$ cat src/rtl/vdpc_pkg.sv
package vdpc_pkg;

    localparam int BYTE_W    = 8;
    localparam int REG_CNT   = 8;
    localparam int REG_IDX_W = $clog2(REG_CNT);
    localparam int ADDR_W    = 14;
    localparam int HI_BITS   = ADDR_W - BYTE_W;

    typedef enum logic [2:0] {
        ACC_NONE,
        ACC_CTL_WR,
        ACC_CTL_RD,
        ACC_DAT_WR,
        ACC_DAT_RD
    } acc_e;

    typedef struct packed {
        logic                 reg_we;
        logic [REG_IDX_W-1:0] reg_idx;
        logic [BYTE_W-1:0]    reg_val;
        logic                 ptr_ld;
        logic [ADDR_W-1:0]    ptr_val;
        logic                 ptr_wmode;
    } cmd_t;

    // Write strobe wins when both strobes are present.
    function automatic acc_e classify(input logic [BYTE_W-1:0] port,
                                      input logic rd, input logic wr,
                                      input logic [BYTE_W-1:0] dport,
                                      input logic [BYTE_W-1:0] cport);
        acc_e a;
        a = ACC_NONE;
        if (wr) begin
            if (port == cport)      a = ACC_CTL_WR;
            else if (port == dport) a = ACC_DAT_WR;
        end else if (rd) begin
            if (port == cport)      a = ACC_CTL_RD;
            else if (port == dport) a = ACC_DAT_RD;
        end
        return a;
    endfunction

endpackage

$ cat src/rtl/ctl_phase.sv
module ctl_phase
    import vdpc_pkg::*;
(
    input  logic              clk,
    input  logic              rst,
    input  acc_e              acc,
    input  logic [BYTE_W-1:0] wdata,
    output cmd_t              cmd,
    output logic              phase_hi
);

    logic              phase_q;
    logic [BYTE_W-1:0] low_q;

    always_ff @(posedge clk) begin
        if (rst) begin
            phase_q <= 1'b0;
            low_q   <= '0;
        end else begin
            unique case (acc)
                ACC_CTL_WR: begin
                    if (!phase_q) low_q <= wdata;
                    phase_q <= ~phase_q;
                end
                ACC_CTL_RD, ACC_DAT_WR, ACC_DAT_RD: phase_q <= 1'b0;
                default: ;
            endcase
        end
    end

    always_comb begin
        cmd = '0;
        if (acc == ACC_CTL_WR && phase_q) begin
            if (wdata[7]) begin
                cmd.reg_we  = 1'b1;
                cmd.reg_idx = wdata[REG_IDX_W-1:0];
                cmd.reg_val = low_q;
            end else begin
                cmd.ptr_ld    = 1'b1;
                cmd.ptr_val   = {wdata[HI_BITS-1:0], low_q};
                cmd.ptr_wmode = wdata[6];
            end
        end
    end

    assign phase_hi = phase_q;

    AST_PHASE_CLEARS: assert property (@(posedge clk) disable iff (rst)
        (acc == ACC_CTL_RD || acc == ACC_DAT_WR || acc == ACC_DAT_RD) |=> !phase_q);
    AST_PHASE_TOGGLES: assert property (@(posedge clk) disable iff (rst)
        (acc == ACC_CTL_WR) |=> (phase_q != $past(phase_q)));
    AST_PHASE_IDLE_HOLD: assert property (@(posedge clk) disable iff (rst)
        (acc == ACC_NONE) |=> $stable(phase_q));

endmodule

$ cat src/rtl/cfg_regfile.sv
module cfg_regfile
    import vdpc_pkg::*;
(
    input  logic                               clk,
    input  logic                               rst,
    input  logic                               we,
    input  logic [REG_IDX_W-1:0]               idx,
    input  logic [BYTE_W-1:0]                  val,
    output logic [REG_CNT-1:0][BYTE_W-1:0]     regs
);

    for (genvar i = 0; i < REG_CNT; i++) begin : g_reg
        always_ff @(posedge clk) begin
            if (rst)                                   regs[i] <= '0;
            else if (we && idx == REG_IDX_W'(i))       regs[i] <= val;
        end
    end

    AST_REG_LOADS: assert property (@(posedge clk) disable iff (rst)
        we |=> (regs[$past(idx)] == $past(val)));

endmodule

$ cat src/rtl/vram_ptr.sv
module vram_ptr
    import vdpc_pkg::*;
(
    input  logic              clk,
    input  logic              rst,
    input  acc_e              acc,
    input  logic [BYTE_W-1:0] wdata,
    input  logic              ld,
    input  logic [ADDR_W-1:0] ld_val,
    input  logic              ld_wmode,
    output logic [ADDR_W-1:0] addr,
    output logic              wmode,
    output logic              wr_req,
    output logic [ADDR_W-1:0] wr_addr,
    output logic [BYTE_W-1:0] wr_data,
    output logic              rd_req,
    output logic [ADDR_W-1:0] rd_addr
);

    logic dat_acc;
    assign dat_acc = (acc == ACC_DAT_WR) || (acc == ACC_DAT_RD);

    always_ff @(posedge clk) begin
        if (rst) begin
            addr    <= '0;
            wmode   <= 1'b0;
            wr_req  <= 1'b0;
            wr_addr <= '0;
            wr_data <= '0;
            rd_req  <= 1'b0;
            rd_addr <= '0;
        end else begin
            wr_req <= (acc == ACC_DAT_WR);
            rd_req <= (acc == ACC_DAT_RD);
            if (acc == ACC_DAT_WR) begin
                wr_addr <= addr;
                wr_data <= wdata;
            end
            if (acc == ACC_DAT_RD) rd_addr <= addr;
            if (ld) begin
                addr  <= ld_val;
                wmode <= ld_wmode;
            end else if (dat_acc) begin
                addr <= addr + 1'b1;
            end
        end
    end

    AST_PTR_STEP: assert property (@(posedge clk) disable iff (rst)
        dat_acc |=> (addr == ADDR_W'($past(addr) + 1'b1)));
    AST_PTR_LOAD: assert property (@(posedge clk) disable iff (rst)
        ld |=> (addr == $past(ld_val) && wmode == $past(ld_wmode)));
    AST_REQ_EXCL: assert property (@(posedge clk) disable iff (rst)
        !(wr_req && rd_req));

endmodule

$ cat src/rtl/cpuport_ctl.sv
module cpuport_ctl
    import vdpc_pkg::*;
#(
    parameter logic [7:0] DATA_PORT = 8'h98,
    parameter logic [7:0] CTRL_PORT = 8'h99
) (
    input  logic        clk,
    input  logic        rst,
    input  logic [7:0]  cpu_port,
    input  logic [7:0]  cpu_wdata,
    input  logic        cpu_rd,
    input  logic        cpu_wr,
    input  logic [7:0]  status_in,
    output logic [7:0]  cpu_rdata,
    output logic [63:0] regs_flat,
    output logic [13:0] vram_addr,
    output logic        vram_wmode,
    output logic        status_rd,
    output logic        vram_wr_req,
    output logic [13:0] vram_wr_addr,
    output logic [7:0]  vram_wr_data,
    output logic        vram_rd_req,
    output logic [13:0] vram_rd_addr
);

    acc_e                          acc;
    cmd_t                          cmd;
    logic                          phase_hi;
    logic [REG_CNT-1:0][BYTE_W-1:0] regs;

    assign acc = classify(cpu_port, cpu_rd, cpu_wr, DATA_PORT, CTRL_PORT);

    ctl_phase u_phase (
        .clk      (clk),
        .rst      (rst),
        .acc      (acc),
        .wdata    (cpu_wdata),
        .cmd      (cmd),
        .phase_hi (phase_hi)
    );

    cfg_regfile u_regs (
        .clk  (clk),
        .rst  (rst),
        .we   (cmd.reg_we),
        .idx  (cmd.reg_idx),
        .val  (cmd.reg_val),
        .regs (regs)
    );

    vram_ptr u_ptr (
        .clk      (clk),
        .rst      (rst),
        .acc      (acc),
        .wdata    (cpu_wdata),
        .ld       (cmd.ptr_ld),
        .ld_val   (cmd.ptr_val),
        .ld_wmode (cmd.ptr_wmode),
        .addr     (vram_addr),
        .wmode    (vram_wmode),
        .wr_req   (vram_wr_req),
        .wr_addr  (vram_wr_addr),
        .wr_data  (vram_wr_data),
        .rd_req   (vram_rd_req),
        .rd_addr  (vram_rd_addr)
    );

    always_ff @(posedge clk) begin
        if (rst) status_rd <= 1'b0;
        else     status_rd <= (acc == ACC_CTL_RD);
    end

    assign cpu_rdata = (acc == ACC_CTL_RD) ? status_in : 8'h00;
    assign regs_flat = regs;

    AST_REGS_QUIET: assert property (@(posedge clk) disable iff (rst)
        !cmd.reg_we |=> $stable(regs_flat));
    AST_FIRST_NO_PTR: assert property (@(posedge clk) disable iff (rst)
        (acc == ACC_CTL_WR && !phase_hi) |=> ($stable(vram_addr) && $stable(vram_wmode)));
    AST_STATUS_PULSE: assert property (@(posedge clk) disable iff (rst)
        (acc == ACC_CTL_RD) |=> status_rd);

endmodule

$ cat config.mk
export PLATFORM = sky130hd
export DESIGN_NAME = cpuport_ctl
export DESIGN_NICKNAME = d
export VERILOG_FILES = /design/src/rtl/vdpc_pkg.sv /design/src/rtl/ctl_phase.sv /design/src/rtl/cfg_regfile.sv /design/src/rtl/vram_ptr.sv /design/src/rtl/cpuport_ctl.sv
export SDC_FILE = /design/constraint.sdc
export NUM_CORES = 1
export LEC_CHECK = 0
export ABC_AREA = 1
export BUFFER_PORTS_ARGS = -buffer_cell sky130_fd_sc_hd__buf_2
export CORE_MARGIN = 3
export CORE_UTILIZATION = 24
export DETAILED_ROUTE_END_ITERATION = 8
export SYNTH_ARGS = -nofsm -noshare
export SYNTH_HDL_FRONTEND = slang
export SYNTH_SLANG_ARGS = --single-unit
$ cat constraint.sdc
create_clock -name clk -period 1.8 [get_ports clk]
set_input_delay 0.36 -clock clk [delete_from_list [all_inputs] [get_ports clk]]
set_output_delay 0.36 -clock clk [all_outputs]
set_load 0.02 [all_outputs]
Word level (Yosys, flattened, before mapping)

Index checks and enable logic that the tools add are counted.

Flip-flop bits (word level): 127
Output and inout bits: 126
Logic and storage cells: 61

Add/sub/neg operators: 1
Eq/ne operators: 13
Multiplexer cells: 13
Bitwise logic cells: 1
Reduce and logical (&&, ||, !) cells: 15

Operator list:

| cell                                                             | number |
|---|---|
| 14-bit 2-to-1 mux                                                | 2 |
| 28-bit 2-to-1 mux                                                | 1 |
| 8-bit == test (second input constant)                            | 2 |
| 16-bit 2-to-1 mux                                                | 1 |
| 3-bit == test (second input constant)                            | 5 |
| 14-bit by 1-bit adder with 14-bit output (second input constant) | 1 |
| 3-bit by 2-bit == test with 1-bit output (second input constant) | 4 |
| 12-bit 2-to-1 mux                                                | 1 |
| 3-bit 2-to-1 mux                                                 | 4 |
| 1-bit logical AND                                                | 9 |
| 8-bit 2-to-1 mux                                                 | 1 |
| 3-bit by 1-bit == test with 1-bit output (second input constant) | 2 |
| 2-bit 2-to-1 mux                                                 | 2 |
| 2-bit nonzero test                                               | 2 |
| 3-bit zero test                                                  | 1 |
| 3-bit OR reduction                                               | 1 |
| 1-bit one-hot mux with 2 select lines                            | 1 |
| 2-bit AND reduction                                              | 1 |
| 1-bit logical OR                                                 | 1 |
| 1-bit inverter                                                   | 1 |

Longest topological paths before layout

Word-level depth: 10
Depth in mapped cells: 11
Gate-level depth less buffers: 10

Modules after synthesis

From an unflattened synthesis, not the netlist that was laid out.

Cell total of the unflattened synthesis: 806
Area total of the unflattened synthesis: 5564.1 µm²

Modules (own cells, without submodules):

| module      | instances | cells an instance | area an instance (µm²) | sequential area each (µm²) |
|---|---|---|---|---|
| cfg_regfile | 1         | 368               | 2543.7                 | 1281.2 |
| vram_ptr    | 1         | 300               | 2233.4                 | 1061.0 |
| ctl_phase   | 1         | 99                | 599.3                  | 180.2 |
| cpuport_ctl | 1         | 39                | 187.7                  | 20.0 |

Worst setup path after synthesis

Ideal clock, no wire load.

Path type: input port to output port
Start point: input port cpu_port[7]
End point: output port cpu_rdata[0]
Arrival: 1.316 ns
Data required time: 1.440 ns
Slack: 0.124 ns
Cell stages on the path: 6
Path buffers: 0
Path through: nand2_1 -> inv_2 -> nand2_1 -> nor2_4 -> nand3_1 -> nor2_1

Word-level cells in the longest chain between the ends: 7
Elaborated cells between the ends (all ways): 10
Classes of those cells: 3 x eq/ne; 7 x mux

Ends and longest elaborated chain:

| what                                         | line                           | RTL |
|---|---|---|
| start, declared                              | cpuport_ctl.sv:9               | `input logic [7:0] cpu_port,` |
| 8-bit == test                                | vdpc_pkg.sv:35, vdpc_pkg.sv:38 |  |
| 3-bit 2-to-1 mux                             | vdpc_pkg.sv:38                 | `else if (port == dport) a = ACC_DAT_RD;` |
| 3-bit 2-to-1 mux                             | vdpc_pkg.sv:37                 | `if (port == cport) a = ACC_CTL_RD;` |
| 3-bit 2-to-1 mux                             | vdpc_pkg.sv:36                 | `end else if (rd) begin` |
| 3-bit 2-to-1 mux (*)                         | vdpc_pkg.sv:33                 | `if (wr) begin` |
| 3-bit by 2-bit == test with 1-bit output (*) | cpuport_ctl.sv:73              | `assign cpu_rdata = (acc == ACC_CTL_RD) ? status_in : 8'h00;` |
| 8-bit 2-to-1 mux (*)                         | cpuport_ctl.sv:73              |  |
| end, declared                                | cpuport_ctl.sv:14              | `output logic [7:0] cpu_rdata,` |

Mark *: on every way between the ends. The rest lies on a longest branch, timed or not.

Worst setup path in the final report

Start point: input port cpu_port[2]
End point: output port cpu_rdata[4]

The elaborated chain is that of the path after synthesis.

==> results.txt <==
transition time at the pin with the least slew margin -> 0.377 ns
fin nets -> 1001
mean area per synthesized cell -> 7.27 um^2
global-route wire length before repair -> 28.2 mm
CTS Buffer Depth -> 2
standard-cell rows -> 55
final hold violation count -> 0
Synth top area share -> 0.457
half-perimeter wire length after placement -> 13.4 mm
max-capacitance violation count -> 0
run status -> completed
min cycle time layout -> 1.67 ns
antenna violations before repair -> 1
simple-gate area share of the yosys netlist -> 0.315
number of distinct library cells after synthesis -> 32
setup TNS after final layout -> 0 ns
share of layout cells above drive strength 1 -> 0.306
pre-CTS setup slack -> -0.0941 ns
Clock H-tree levels -> 4
Final setup viols -> 0
DIE AREA -> 0.0250 mm^2
Switching Share -> 0.214
maximum fanout along the worst path -> 7
maximum number of pins on one net before global-route repair -> 78
GRT Residual Overflow -> 0
number of sinks handled by clock tree synthesis -> 127
final cell count without fillers -> 1271
Post-Syn Instances -> 765
Worst-Skew Late Latency -> 0.43 ns
1st-pass router iterations -> 6
synthesis-to-layout area growth -> 41.3%
Clock Root Buffer -> clkbuf_16
Synth Area in Compound Gates -> 0.131
YS warnings -> 0
post-route ant nets -> 0
final number of max-transition violations -> 0
P per Cell Area -> 889 mW/mm^2
flip-flop and latch count after synthesis -> 127
RePlAce Congestion -> 0.849
count of hold buffers inserted by post-cts repair -> 0
Worst Clk Skew -> 0.0124 ns
net switching power -> 1500 uW
placed cell count -> 1237
Post-Syn Nets -> 794
final routed wire length divided by cell count -> 14.4 um
Final Routed Wirelength -> 18.3 mm
number of ports placed on the die boundary -> 154
multiplexer area fraction after synthesis -> 0
Comb power frac -> 0.028
count of flip-flops with a built-in enable after synthesis -> 0
residual DRC count -> 0
leading register cell type out of synthesis -> dfxtp_1
type of element launching the critical path -> primary input
Power, Total -> 6990 uW
RSZ-0062 raised after global routing -> no
number of global-route vias before repair -> 5257
clock-pin slew on the worst setup and hold paths -> 0.06 ns
fraction of synthesized cell area in xor and xnor cells -> 0.00787
Leakage Power -> 0.00354 uW
die width -> 158 um
number of I/O port buffers -> 153
Req. time, crit path -> 1.44 ns
post-synthesis cell type with the largest combined area -> dfxtp_1
HP Class -> in -> reg
number of design-rule violations left by the first detailed-router iteration -> 252
Via-to-Cell Ratio -> 4.48
Peak Freq -> 0.598 GHz
most common library cell in the layout ignoring fill and taps -> nand2_1
cell types with the largest area share after synthesis -> dfxtp_1 46%, nand2_1 11%, a21oi_1 8.7%, nand3_1 8.6%, inv_1 5.1%
initial core utilization -> 0.245
Setup Crit Path Kind -> in -> out
post-synthesis instance area -> 0.00556 mm^2
setup slack of the critical path after layout -> 0.128 ns
combinational family with the most area after synthesis -> simple AND/OR/NAND/NOR gates
data arrival at the endpoint of the critical path -> 1.31 ns
hold_ws -> 0.258 ns
top library cells by usage in the layout, fill and taps aside -> 158 x nand2_1, 152 x buf_2, 127 x dfxtp_1, 97 x a21oi_1, 95 x nand3_1
die extent in y -> 158 um
Max IR drop VDD -> 0.633 mV
Slew headroom -> 0.749
sequential area share after synthesis -> 0.457
area of the placeable core -> 0.0227 mm^2
Adder-Cell Fraction of Synth Area -> 0.00225
Tot GR Track Use -> 0.144
endpoint kind of the worst setup timing path -> output port
routed via count -> 5688
internal power -> 5490 uW
part of the total power dissipated in sequential elements -> 0.402
post-synthesis async set-or-reset flop share -> 0
portion of total power attributed to the clock network -> 0.570
TritonCTS clock tree -> yes
number of buffers created by CTS -> 17
share of the clock period used by the worst path after layout -> 0.929
[flip-flops by register name, summed over array words and instances (netlist names)]
register	cells
u_regs.regs	64
u_ptr.addr	14
u_ptr.rd_addr	14
u_ptr.wr_addr	14
u_phase.low_q	8
u_ptr.wr_data	8
status_rd	1
u_phase.phase_hi	1
u_ptr.rd_req	1
u_ptr.wmode	1
u_ptr.wr_req	1
[power groups by stage]
stage	registers, uW	logic [uW]	clock network [uW]
2_1_floorplan	2880	96.9	0
3_3_place_gp	2880	193	0
3_5_place_dp	2880	193	0
4_1_cts	2810	194	4060
5_1_grt	2810	213	4150
6_report	2810	193	3980
[logic make-up after synthesis]
kind of cell / count (synthesis)
AOI/OAI and AO/OA: 140
xor gates and xnor gates: 5
adders and majority gates: 1
buffers and inverters: 121
DFF: 127
and+or+nand+nor: 371
[final timing paths]
path	start	endpoint	slack (ns)	cells past startpoint
setup reg to reg	u_ptr.addr[0]$_SDFFE_PP0P_	u_ptr.addr[8]$_SDFFE_PP0P_	0.27	8
hold / removal	cpu_wdata[6]	u_ptr.wmode$_SDFFE_PP0P_	0.26	3
setup / recovery	cpu_port[2]	cpu_rdata[4]	0.13	8
hold reg to reg	u_ptr.rd_addr[1]$_SDFFE_PP0P_	u_ptr.rd_addr[1]$_SDFFE_PP0P_	0.44	2
[layer usage]
| layer | track usage | wire length, um | vias up |
|---|---|---|---|
| li1 | - | - | 2905 |
| met5 | 0 | 13 | - |
| met2 | 0.225 | 8220 | 168 |
| met3 | 0.0405 | 1270 | 24 |
| met4 | 0.0516 | 307 | 2 |
| met1 | 0.191 | 8460 | 2589 |
[final cells by class]
class	count	area, um^2
inverter	78	293
antenna	1	2.50
sequential	127	2540
clock buffer	17	425
multi-input combinational	517	2540
clock inverter	15	256
tap	285	357
fill	2417	14800
timing repair buffer	231	1440
[critical path, cell delays in order]
cell	delay, ns
buf_2	0.11
nor2_2	0.13
nand2_2	0.09
nor2_4	0.12
nand3_2	0.08
buf_4	0.17
nor2_1	0.08
buf_2	0.17
[timing repair]
action / 4_1_cts / 5_1_grt
hold endpoints to repair: 0 / 0
setup endpoints to repair: 0 / 8
gates resized for setup: 0 / 3
setup buffers: 0 / 1
[synth_stat cells (2+ instances only)]
cell type and number:
a21oi_1 97, a31oi_1 5, buf_1 3, buf_2 11
buf_6 2, clkbuf_1 26, dfxtp_1 127, inv_1 76
inv_2 2, nand2_1 158, nand2_2 3, nand3_1 96
nand3_2 5, nand3_4 2, nand4_1 10, nor2_1 70
nor2_2 12, nor2_4 7, nor2_8 2, nor3_1 3
o211ai_1 6, o21ai_0 29, xnor2_1 2, xor2_1 3
[metrics by stage]
stage           util  cell area, um^2
6_report       0.346             7860
2_1_floorplan      -             5560
3_5_place_dp   0.315             7160
4_1_cts        0.345             7840
3_3_place_gp   0.315             7160
5_1_grt        0.346             7860
(Power assumes the default switching activity.)
